==> src/rtl/dma_irq_regs.sv <==
module dma_irq_regs #(
  parameter int DW = 32,
  parameter int AW = 2,
  parameter int SW = 3,
  parameter int NC = 17,
  parameter logic [NC-1:0] NORM_MASK = 17'h00021,
  parameter logic [NC-1:0] ABN_MASK  = 17'h023DE,
  parameter int ABN_BIT = 15,
  parameter int NORM_BIT = 16,
  parameter int RX_ST_LSB = 17,
  parameter int TX_ST_LSB = 20,
  parameter int RX_RUN_BIT = 0,
  parameter int TX_RUN_BIT = 1
) (
  input  logic          clk,
  input  logic          rst_n,
  input  logic          wr_en,
  input  logic [AW-1:0] addr,
  input  logic [DW-1:0] wdata,
  output logic [DW-1:0] rdata,
  input  logic [NC-1:0] evt,
  input  logic [SW-1:0] tx_state,
  input  logic [SW-1:0] rx_state,
  output logic          irq,
  output logic          tx_run,
  output logic          rx_run,
  output logic          tx_poll
);
  localparam logic [AW-1:0] A_CTRL = AW'(0);
  localparam logic [AW-1:0] A_STAT = AW'(1);
  localparam logic [AW-1:0] A_IEN  = AW'(2);
  localparam logic [AW-1:0] A_POLL = AW'(3);
  localparam logic [NC-1:0] CAUSE_MASK = NORM_MASK | ABN_MASK;
  localparam logic [NC-1:0] SUM_MASK = (NC'(1) << ABN_BIT) | (NC'(1) << NORM_BIT);
  localparam logic [NC-1:0] EN_MASK = CAUSE_MASK | SUM_MASK;

  logic [NC-1:0] cause_q, en_q, clr, act;
  logic [DW-1:0] ctrl_q, stat_w;
  logic          poll_q, abn_sum, norm_sum;

  assign clr      = (wr_en && addr == A_STAT) ? wdata[NC-1:0] : '0;
  assign act      = cause_q & en_q;
  assign abn_sum  = |(act & ABN_MASK);
  assign norm_sum = |(act & NORM_MASK);
  assign irq      = (en_q[ABN_BIT] & abn_sum) | (en_q[NORM_BIT] & norm_sum);
  assign tx_run   = ctrl_q[TX_RUN_BIT];
  assign rx_run   = ctrl_q[RX_RUN_BIT];
  assign tx_poll  = poll_q;

  always_ff @(posedge clk or negedge rst_n) begin
    if (!rst_n) begin
      cause_q <= '0;
      en_q    <= '0;
      ctrl_q  <= '0;
      poll_q  <= 1'b0;
    end else begin
      cause_q <= ((cause_q & ~clr) | evt) & CAUSE_MASK;
      poll_q  <= wr_en && addr == A_POLL;
      if (wr_en && addr == A_IEN)  en_q   <= wdata[NC-1:0] & EN_MASK;
      if (wr_en && addr == A_CTRL) ctrl_q <= wdata;
    end
  end

  always_comb begin
    stat_w = '0;
    stat_w[NC-1:0] = cause_q;
    stat_w[ABN_BIT] = abn_sum;
    stat_w[NORM_BIT] = norm_sum;
    stat_w[RX_ST_LSB +: SW] = rx_state;
    stat_w[TX_ST_LSB +: SW] = tx_state;
  end

  always_comb begin
    case (addr)
      A_CTRL:  rdata = ctrl_q;
      A_STAT:  rdata = stat_w;
      A_IEN:   rdata = DW'(en_q);
      default: rdata = '0;
    endcase
  end
endmodule


==> config.mk <==
export PLATFORM = sky130hd
export DESIGN_NAME = dma_irq_regs
export DESIGN_NICKNAME = d
export VERILOG_FILES = /design/src/rtl/dma_irq_regs.sv
export SDC_FILE = /design/constraint.sdc
export NUM_CORES = 1
export LEC_CHECK = 0
export CAP_MARGIN = 20
export CORE_AREA = 4 4 84 86
export DETAILED_ROUTE_END_ITERATION = 16
export DIE_AREA = 0 0 88 90
export HOLD_SLACK_MARGIN = 0.05
export PLACE_DENSITY = 0.78
export REMOVE_ABC_BUFFERS = 1
export SYNTH_ARGS = -nofsm -noshare
export SYNTH_HDL_FRONTEND = slang
export SYNTH_SLANG_ARGS = --single-unit
==> constraint.sdc <==
create_clock -name clk -period 1.6 [get_ports clk]
set_clock_uncertainty 0.15 [all_clocks]
set_input_delay 0.24 -clock clk [delete_from_list [all_inputs] [get_ports clk]]
set_output_delay 0.24 -clock clk [all_outputs]
set_load 0.03 [all_outputs]
* After elaboration in Yosys (flattened, before gate mapping)
Index checks and enable logic that the tools add are counted.
Word-level totals: flip-flop bits (word level) 57, bits in latches 0, RAM bits 0, ROM bits 0, input port bits 60, output and inout bits 36, logic and storage cells 23, memories kept 0
Cells by class: add/sub/neg operators 0, $mul 0, div/mod/pow operators 0, order comparisons 0, equal/unequal tests 3, shift-type cells 0, muxes and demuxes 2, bitwise operators 7, reduce and logical (&&, ||, !) cells 7
Operators by type and width (count):
- $pmux W32 S3 | 1
- $and A14 B14 Y14 | 2
- $mux W14 | 1
- $not A14 Y14 | 1
- $or A14 B14 Y14 | 1
- $reduce_or A9 Y1 | 1
- $eq A2 B2 Y1 const B | 2
- $logic_and A1 B1 Y1 | 4
- $and A1 B1 Y1 | 2
- $eq A2 B1 Y1 const B | 1
- $logic_not A2 Y1 | 1
- $reduce_or A2 Y1 | 1
- $or A1 B1 Y1 | 1

* Depth between registers and ports, before layout
Gate-level depths: netlist of the first run.
word-level depth 6, gate-level depth with buffers 6, gate-level depth less buffers 3

* Least setup slack after synthesis of the first run
Ideal clock, no wire load.
path kind input to output, start point input addr[1], end point output rdata[0], data arrival time 1.428 ns, data required time 1.210 ns, slack -0.218 ns, stages on the path 4, path buffers 2, path through buf_2 -> buf_2 -> mux2i_1 -> o21ai_0
On the way: word-level cells in the longest chain between the ends 2, elaborated cells between the ends (all ways) 4, classes of those cells eq/ne: 2; mux: 1; reduce/logical: 1
RTL lines:
- start, declared | RTL line 18 | input logic [AW-1:0] addr,
- $eq A2 B2 Y1 (tied with other cells) | RTL line 74 | case (addr)
- $pmux W32 S3 (*) | RTL line 74
- end, declared | RTL line 20 | output logic [DW-1:0] rdata,
Every way passes the cells marked *; elsewhere a longest branch is shown, timed or not.

* Worst setup path in the final report of the first run
start point register cause_q[3], end point output rdata[15]
On the way: word-level cells in the longest chain between the ends 3
RTL lines:
- start, declared | RTL line 37 | logic [NC-1:0] cause_q, en_q, clr, act;
- start signal, assigned | RTL line 57 | cause_q <= ((cause_q & ~clr) | evt) & CAUSE_MASK;
- $and A14 B14 Y14 | RTL line 42 | assign act = cause_q & en_q;
- $reduce_or A9 Y1 | RTL line 43 | assign abn_sum = |(act & ABN_MASK);
- $pmux W32 S3 | RTL line 74
No other way between the ends.

==> results of run 1 <==
report_power, final:
group | leakage [nW] | switching, W | internal [W]
sequential | 0.646 | 0.000148 | 0.00167
clock | 0.115 | 0.000597 | 0.00103
combinational | 1.26 | 0.000597 | 0.000808
total | 2.03 | 0.00134 | 0.00351
cell type report:
type                            instances  share of cell area [%]
Timing Repair Buffer                  139                    29.5
Clock buffer                            9                    2.83
Multi-Input combinational cell        145                    30.0
Sequential cell                        57                    32.6
Inverter                                2                   0.172
Clock inverter                          7                    2.72
Tap cell                               77                    2.20
per-stage QoR:
stage          instance area [µm²]  std cells  hold WS, ps  setup WS (ps)
2_1_floorplan                 2690        204         -206           -814
3_3_place_gp                  3950        412        -92.5           -458
3_5_place_dp                  3950        412        -92.8           -558
4_1_cts                       4290        434         86.3           -391
5_1_grt                       4370        436          119           -521
6_report                      4370        436         91.5           -459
synthesized netlist by cell type, types with 2 or more instances:
cell type,number,area (µm²)
o21ai_0,11,55.1
a21o_1,13,97.6
nand2_1,22,82.6
a22oi_1,4,30.0
nor2_1,6,22.5
o22ai_1,3,18.8
mux2_2,15,169
mux2i_1,19,190
inv_1,2,7.51
buf_6,3,33.8
clkbuf_1,3,11.3
buf_2,6,30.0
and2_1,14,87.6
mux2_4,30,450
dfrtp_1,57,1430
worst max-delay path, cell delays in order (launching register included):
cell and delay, ps:
dfrtp_1 390, a222oi_1 340, buf_4 190, o22ai_1 90
a21o_1 190, buf_6 140
worst max path at each step:
stage / to / slack (ps)
after floorplan: ctrl_q[0] / -810
after global placement: rdata[4] / -460
after detailed placement: irq / -560
after CTS: rdata[15] / -390
after global routing: rdata[15] / -520
final: rdata[15] / -460
state kept, by name, indices dropped and copies added (netlist names):
register	count
cause_q	11
ctrl_q	32
en_q	13
tx_poll	1
cells by family after synthesis:
family	Yosys count
simple gates	49
mux	64
compound gates	32
flops	57
buf+inv	15
metal layers:
metal | track usage (%) | wire [µm] | vias up
met5 | 0 | 0 | -
met4 | 9.59 | 217 | 0
met3 | 4.94 | 292 | 19
met2 | 31.8 | 3850 | 60
met1 | 23.3 | 3130 | 1052
li1 | - | - | 1036
what timing repair did:
action | CTS | global route
buffers inserted | 4 | 4
hold buffers | 1 | 0
resized for setup | 27 | 26
cloned | 2 | 0
pin swaps | 3 | 8
endpoints found under the hold margin | 57 | 0
setup endpoints to repair | 41 | 27
==> results.yml, run 1 <==
synthesis:
  async_flop_share_pct: 100
  yosysSeqAreaShare_pct: 51.4
  avgSynthCellArea_um2: 12.8
  synthMuxAreaShare_pct: 29.2
  synthXorXnorAreaFrac_pct: 0
  synth_compound_area_share_pct: 7.62
  synthesis.area_mm2: 0.00278
  synth_top_family_by_area: "multiplexers"
  postSynthCellCount: 217
  synth_warnings: 0
  yosys.area_share.adder_pct: 0
  synth_seq_cells: 57
  ys.flop_type: "dfrtp_1"
  synthSimpleGateAreaFrac_pct: 8.61
  synth_edf_count: 0
  yosysUniqueCellTypes: 24
run_status:
  status: "finished with violations"
  violations: "negative setup slack"
final_layout:
  nets: 414
  mostFrequentLayoutCell: "buf_4"
  multi_input_area_mm2: 0.00131
  n_antenna_cell: 0
  utilization_pct: 69.6
  area_growth_pct: 57.4
  fillers: 479
  mostFrequentLayoutCells: "buf_4, dfrtp_1, clkdlybuf4s50_1"
  drive_gt1_share_pct: 42.9
  regArea_mm2: 0.00143
timing:
  max_slew.worst_pin.slew_ps: 334
  fin_crit_ps: 2060
  slew_violations: 0
  fin_crit_sh_pct: 129
  max_slew_margin_pct: 77.8
  rsz0062_at_grt: "true"
  fin_ws_ps: -459
  fmax_mhz: 486
  tns_ps: -1330
  hold_violations: 0
  setup_viol: 13
clock_network:
  numCtsBuffers: 9
  clkLatencyLatePin_ps: 330
  clock_path_buffers: 2
  tritoncts: "done"
  cts_root_buffer: "clkbuf_8"
  clk_pin_slew_worst_paths_ps: 70
  cts_max_level: 3
  clock-sinks: 57
critical_path:
  worstSetupEndpointType: "output port"
  arrival_ps: 1670
  worstPathRequired_ps: 1210
  path_class: "flop to output port"
  r2r-end: "en_q[0]"
  ff2ff_path_depth: 3
  start_kind: "flop"
  critical_path.startpoint: "cause_q[3]"
  r2r-start: "en_q[0]"
  worstPathMaxFanout: 2
  r2r_setup_slack_ps: 450
place:
  gp_congestion: 0.753
  port_buffers: 89
  dp_hpwl_mm: 5.24
pwr:
  leakagePower_nw: 2.03
  vdd_ir_drop_max_uv: 770
  power_density_mw_per_mm2: 1110
  p_total_w: 0.00485
route:
  drcViolationCount: 0
  vias_per_cell: 4.97
  drt-pass1-iter-count: 4
  postRouteAntennaNets: 0
  vias: 2167
  routedWlPerCell_um: 17.2
  drt_iter0_markers: 77
  totalWireLength_mm: 7.50
global_routing:
  grt_pass1_wl_mm: 11.7
  grt_max_degree: 55
  grt_pass1_vias: 2360
  grt.overflow.total: 0
  antenna_found_initial: 0
  grt.total_usage_pct: 19.4
die:
  initial_core_util_pct: 44.2
  chipWidth_um: 88
  rows: 29
  dieArea_mm2: 0.00792
  io_pins: 96
  design.core.area_mm2: 0.00628
  die_y_um: 90
min_path:
  min_path_type: "primary input to async pin"
job:
  drv_cap: 0
Note: power is estimated with default switching activity, not from simulation.
==> run 2: changes to the inputs <==
--- a/config.mk
+++ b/config.mk
@@ -9,7 +9,6 @@
 export CORE_AREA = 4 4 84 86
 export DETAILED_ROUTE_END_ITERATION = 16
 export DIE_AREA = 0 0 88 90
-export HOLD_SLACK_MARGIN = 0.05
 export PLACE_DENSITY = 0.78
 export REMOVE_ABC_BUFFERS = 1
 export SYNTH_ARGS = -nofsm -noshare
==> constraint.sdc (replaced) <==
create_clock -name clk -period 2.6 [get_ports clk]
set_clock_uncertainty 0.15 [all_clocks]
set_input_delay 0.39 -clock clk [delete_from_list [all_inputs] [get_ports clk]]
set_output_delay 0.39 -clock clk [all_outputs]
set_load 0.03 [all_outputs]
==> run 2 against run 1 <==
  * The run now ends clean
  * First-iteration DRC count shrank 40%
  * Via count shrank 7.2%
  * Combinational power shrank 50%
  * Register-to-register slack gained 1200 ps
  * Wire length shrank 11%
  * Sequential cell count is the same
  * Hold slack gained 260 ps
  * Worst setup slack gained 660 ps
==> results.yml, run 2 (same netlist as run 1, synthesis figures left out) <==
final_layout:
  fillers: 524
  area_growth_pct: 41.3
  nets: 379
  reg_top3: "ctrl_q (32), en_q (13), cause_q (11)"
  mostFrequentLayoutCells: "dfrtp_1, clkdlybuf4s50_1, buf_4"
  n_antenna_cell: 0
  final_area_mm2: 0.00392
  top_register: "ctrl_q"
  multi_input_area_mm2: 0.00126
  drive_gt1_share_pct: 33.3
  regArea_mm2: 0.00143
  utilization_pct: 62.5
  largest_register_ffs: 32
  mostFrequentLayoutCell: "dfrtp_1"
global_routing:
  antenna_found_initial: 0
  grt.total_usage_pct: 18.3
  grt.overflow.total: 0
  grt_pass1_vias: 2164
  grt_pass1_wl_mm: 11.0
  grt_max_degree: 31
timing:
  rsz0062_at_grt: "false"
  hold_violations: 0
  max_slew.worst_pin.slew_ps: 644
  fmax_mhz: 417
  fin_crit_sh_pct: 92.2
  tns_ps: 0
  setup_viol: 0
  fin_crit_ps: 2400
  max_slew_margin_pct: 57.1
  slew_violations: 0
  whs_ps: 350
route:
  drt-pass1-iter-count: 5
  totalWireLength_mm: 6.68
  drt_iter0_markers: 46
  vias_per_cell: 5.01
  postRouteAntennaNets: 0
  drcViolationCount: 0
  routedWlPerCell_um: 16.7
  vias: 2010
pwr:
  vdd_ir_drop_max_uv: 437
  p_total_w: 0.00254
  leakagePower_nw: 1.79
  power_density_mw_per_mm2: 648
critical_path:
  path_class: "flop to output port"
  worstPathRequired_ps: 2060
  start_kind: "flop"
  r2r-start: "en_q[3]"
  arrival_ps: 1860
  worstPathMaxFanout: 3
  ff2ff_path_depth: 1
  r2r_setup_slack_ps: 1650
  r2r-end: "en_q[3]"
  worstSetupEndpointType: "output port"
min_path:
  hold_depth: 1
  min_to: "ctrl_q[11]"
  min_path_type: "flop to flop"
  holdCritStartpoint: "ctrl_q[11]"
clock_network:
  clkLatencyLatePin_ps: 330
  cts_root_buffer: "clkbuf_8"
  numCtsBuffers: 9
  cts_max_level: 3
  clock_path_buffers: 2
  tritoncts: "done"
  clock-sinks: 57
  clk_pin_slew_worst_paths_ps: 60
run_status:
  status: "complete, no violations"
die:
  initial_core_util_pct: 44.2
  rows: 29
  io_pins: 96
  dieArea_mm2: 0.00792
  chipWidth_um: 88
  design.core.area_mm2: 0.00628
  die_y_um: 90
place:
  place_area_mm2: 0.00373
  dp_hpwl_mm: 4.88
  port_buffers: 89
  gp_congestion: 0.742
job:
  drv_cap: 0
-- run 2: cell count changes in the layout (fill, tap and decap cells not counted), moves of 3 or more --
cell	delta
bufinv_16	-3
o21ai_1	-10
buf_2	-3
o21ai_0	+11
clkdlybuf4s50_1	+5
buf_4	-18
buf_6	-16
-- run 2: power breakdown --
| part | leakage, nW | internal (W) | total [W] | switching, W |
|---|---|---|---|---|
| Sequential | 0.646 | 0.00103 | 0.00111 | 0.0000872 |
| Clock | 0.0932 | 0.000393 | 0.000722 | 0.000329 |
| Combinational | 1.05 | 0.000389 | 0.000704 | 0.000315 |
-- run 2: worst max path at each step --
stage	from	end	slack, ps	cells past startpoint
2_1_floorplan	addr[0]	ctrl_q[0]	40	3
3_3_place_gp	addr[0]	rdata[13]	250	6
3_5_place_dp	addr[0]	rdata[3]	230	6
4_1_cts	en_q[3]	irq	180	4
5_1_grt	en_q[3]	irq	90	4
6_report	en_q[3]	irq	200	4
-- run 2: final cells by class --
type                       count  area share [%]
sequential                    57            36.4
multi-input combinational    145            32.2
timing repair buffer         104            24.4
clock buffer                  13            4.05
tap                           77            2.46
clock inverter                 3           0.383
inverter                       2           0.191
-- run 2: critical path, stage by stage, from the launching register on --
cell	delay, ps
dfrtp_1	400
a222oi_1	460
o22ai_1	130
a21o_1	180
dlygate4sd2_1	350
-- run 2: layer usage --
metal	part of all wire [%]	wire, µm	vias up	global-route usage [%]
li1	-	-	964	-
met1	41	2740	985	21.6
met2	52	3490	51	30.8
met3	5.0	333	10	6.03
met4	1.7	111	0	5.88
met5	0	0	-	0
-- run 2: metrics by stage --
| stage | instances | worst slack (ps) |
|---|---|---|
| after detailed placement | 383 | 232 |
| after global placement | 383 | 251 |
| after CTS | 401 | 185 |
| after global routing | 401 | 91.9 |
| final | 401 | 203 |
| after floorplan | 204 | 36.4 |
-- run 2: what timing repair did --
| item | 4_1_cts | 5_1_grt |
|---|---|---|
| resized for setup | 1 | 0 |
| endpoints found under the setup margin | 1 | 0 |
| hold endpoints to repair | 27 | 0 |
| setup buffers | 1 | 0 |
| hold buffers | 1 | 0 |
==> run 3: changes to the inputs <==
--- a/config.mk
+++ b/config.mk
@@ -5,10 +5,12 @@
 export SDC_FILE = /design/constraint.sdc
 export NUM_CORES = 1
 export LEC_CHECK = 0
+export ABC_CLOCK_PERIOD_IN_PS = 2600
 export CAP_MARGIN = 20
 export CORE_AREA = 4 4 84 86
 export DETAILED_ROUTE_END_ITERATION = 16
 export DIE_AREA = 0 0 88 90
+export GPL_ROUTABILITY_DRIVEN = 0
 export PLACE_DENSITY = 0.78
 export REMOVE_ABC_BUFFERS = 1
 export SYNTH_ARGS = -nofsm -noshare
==> results of run 3 <==
No change in the layout: final DEF, timing and power equal those of run 2.
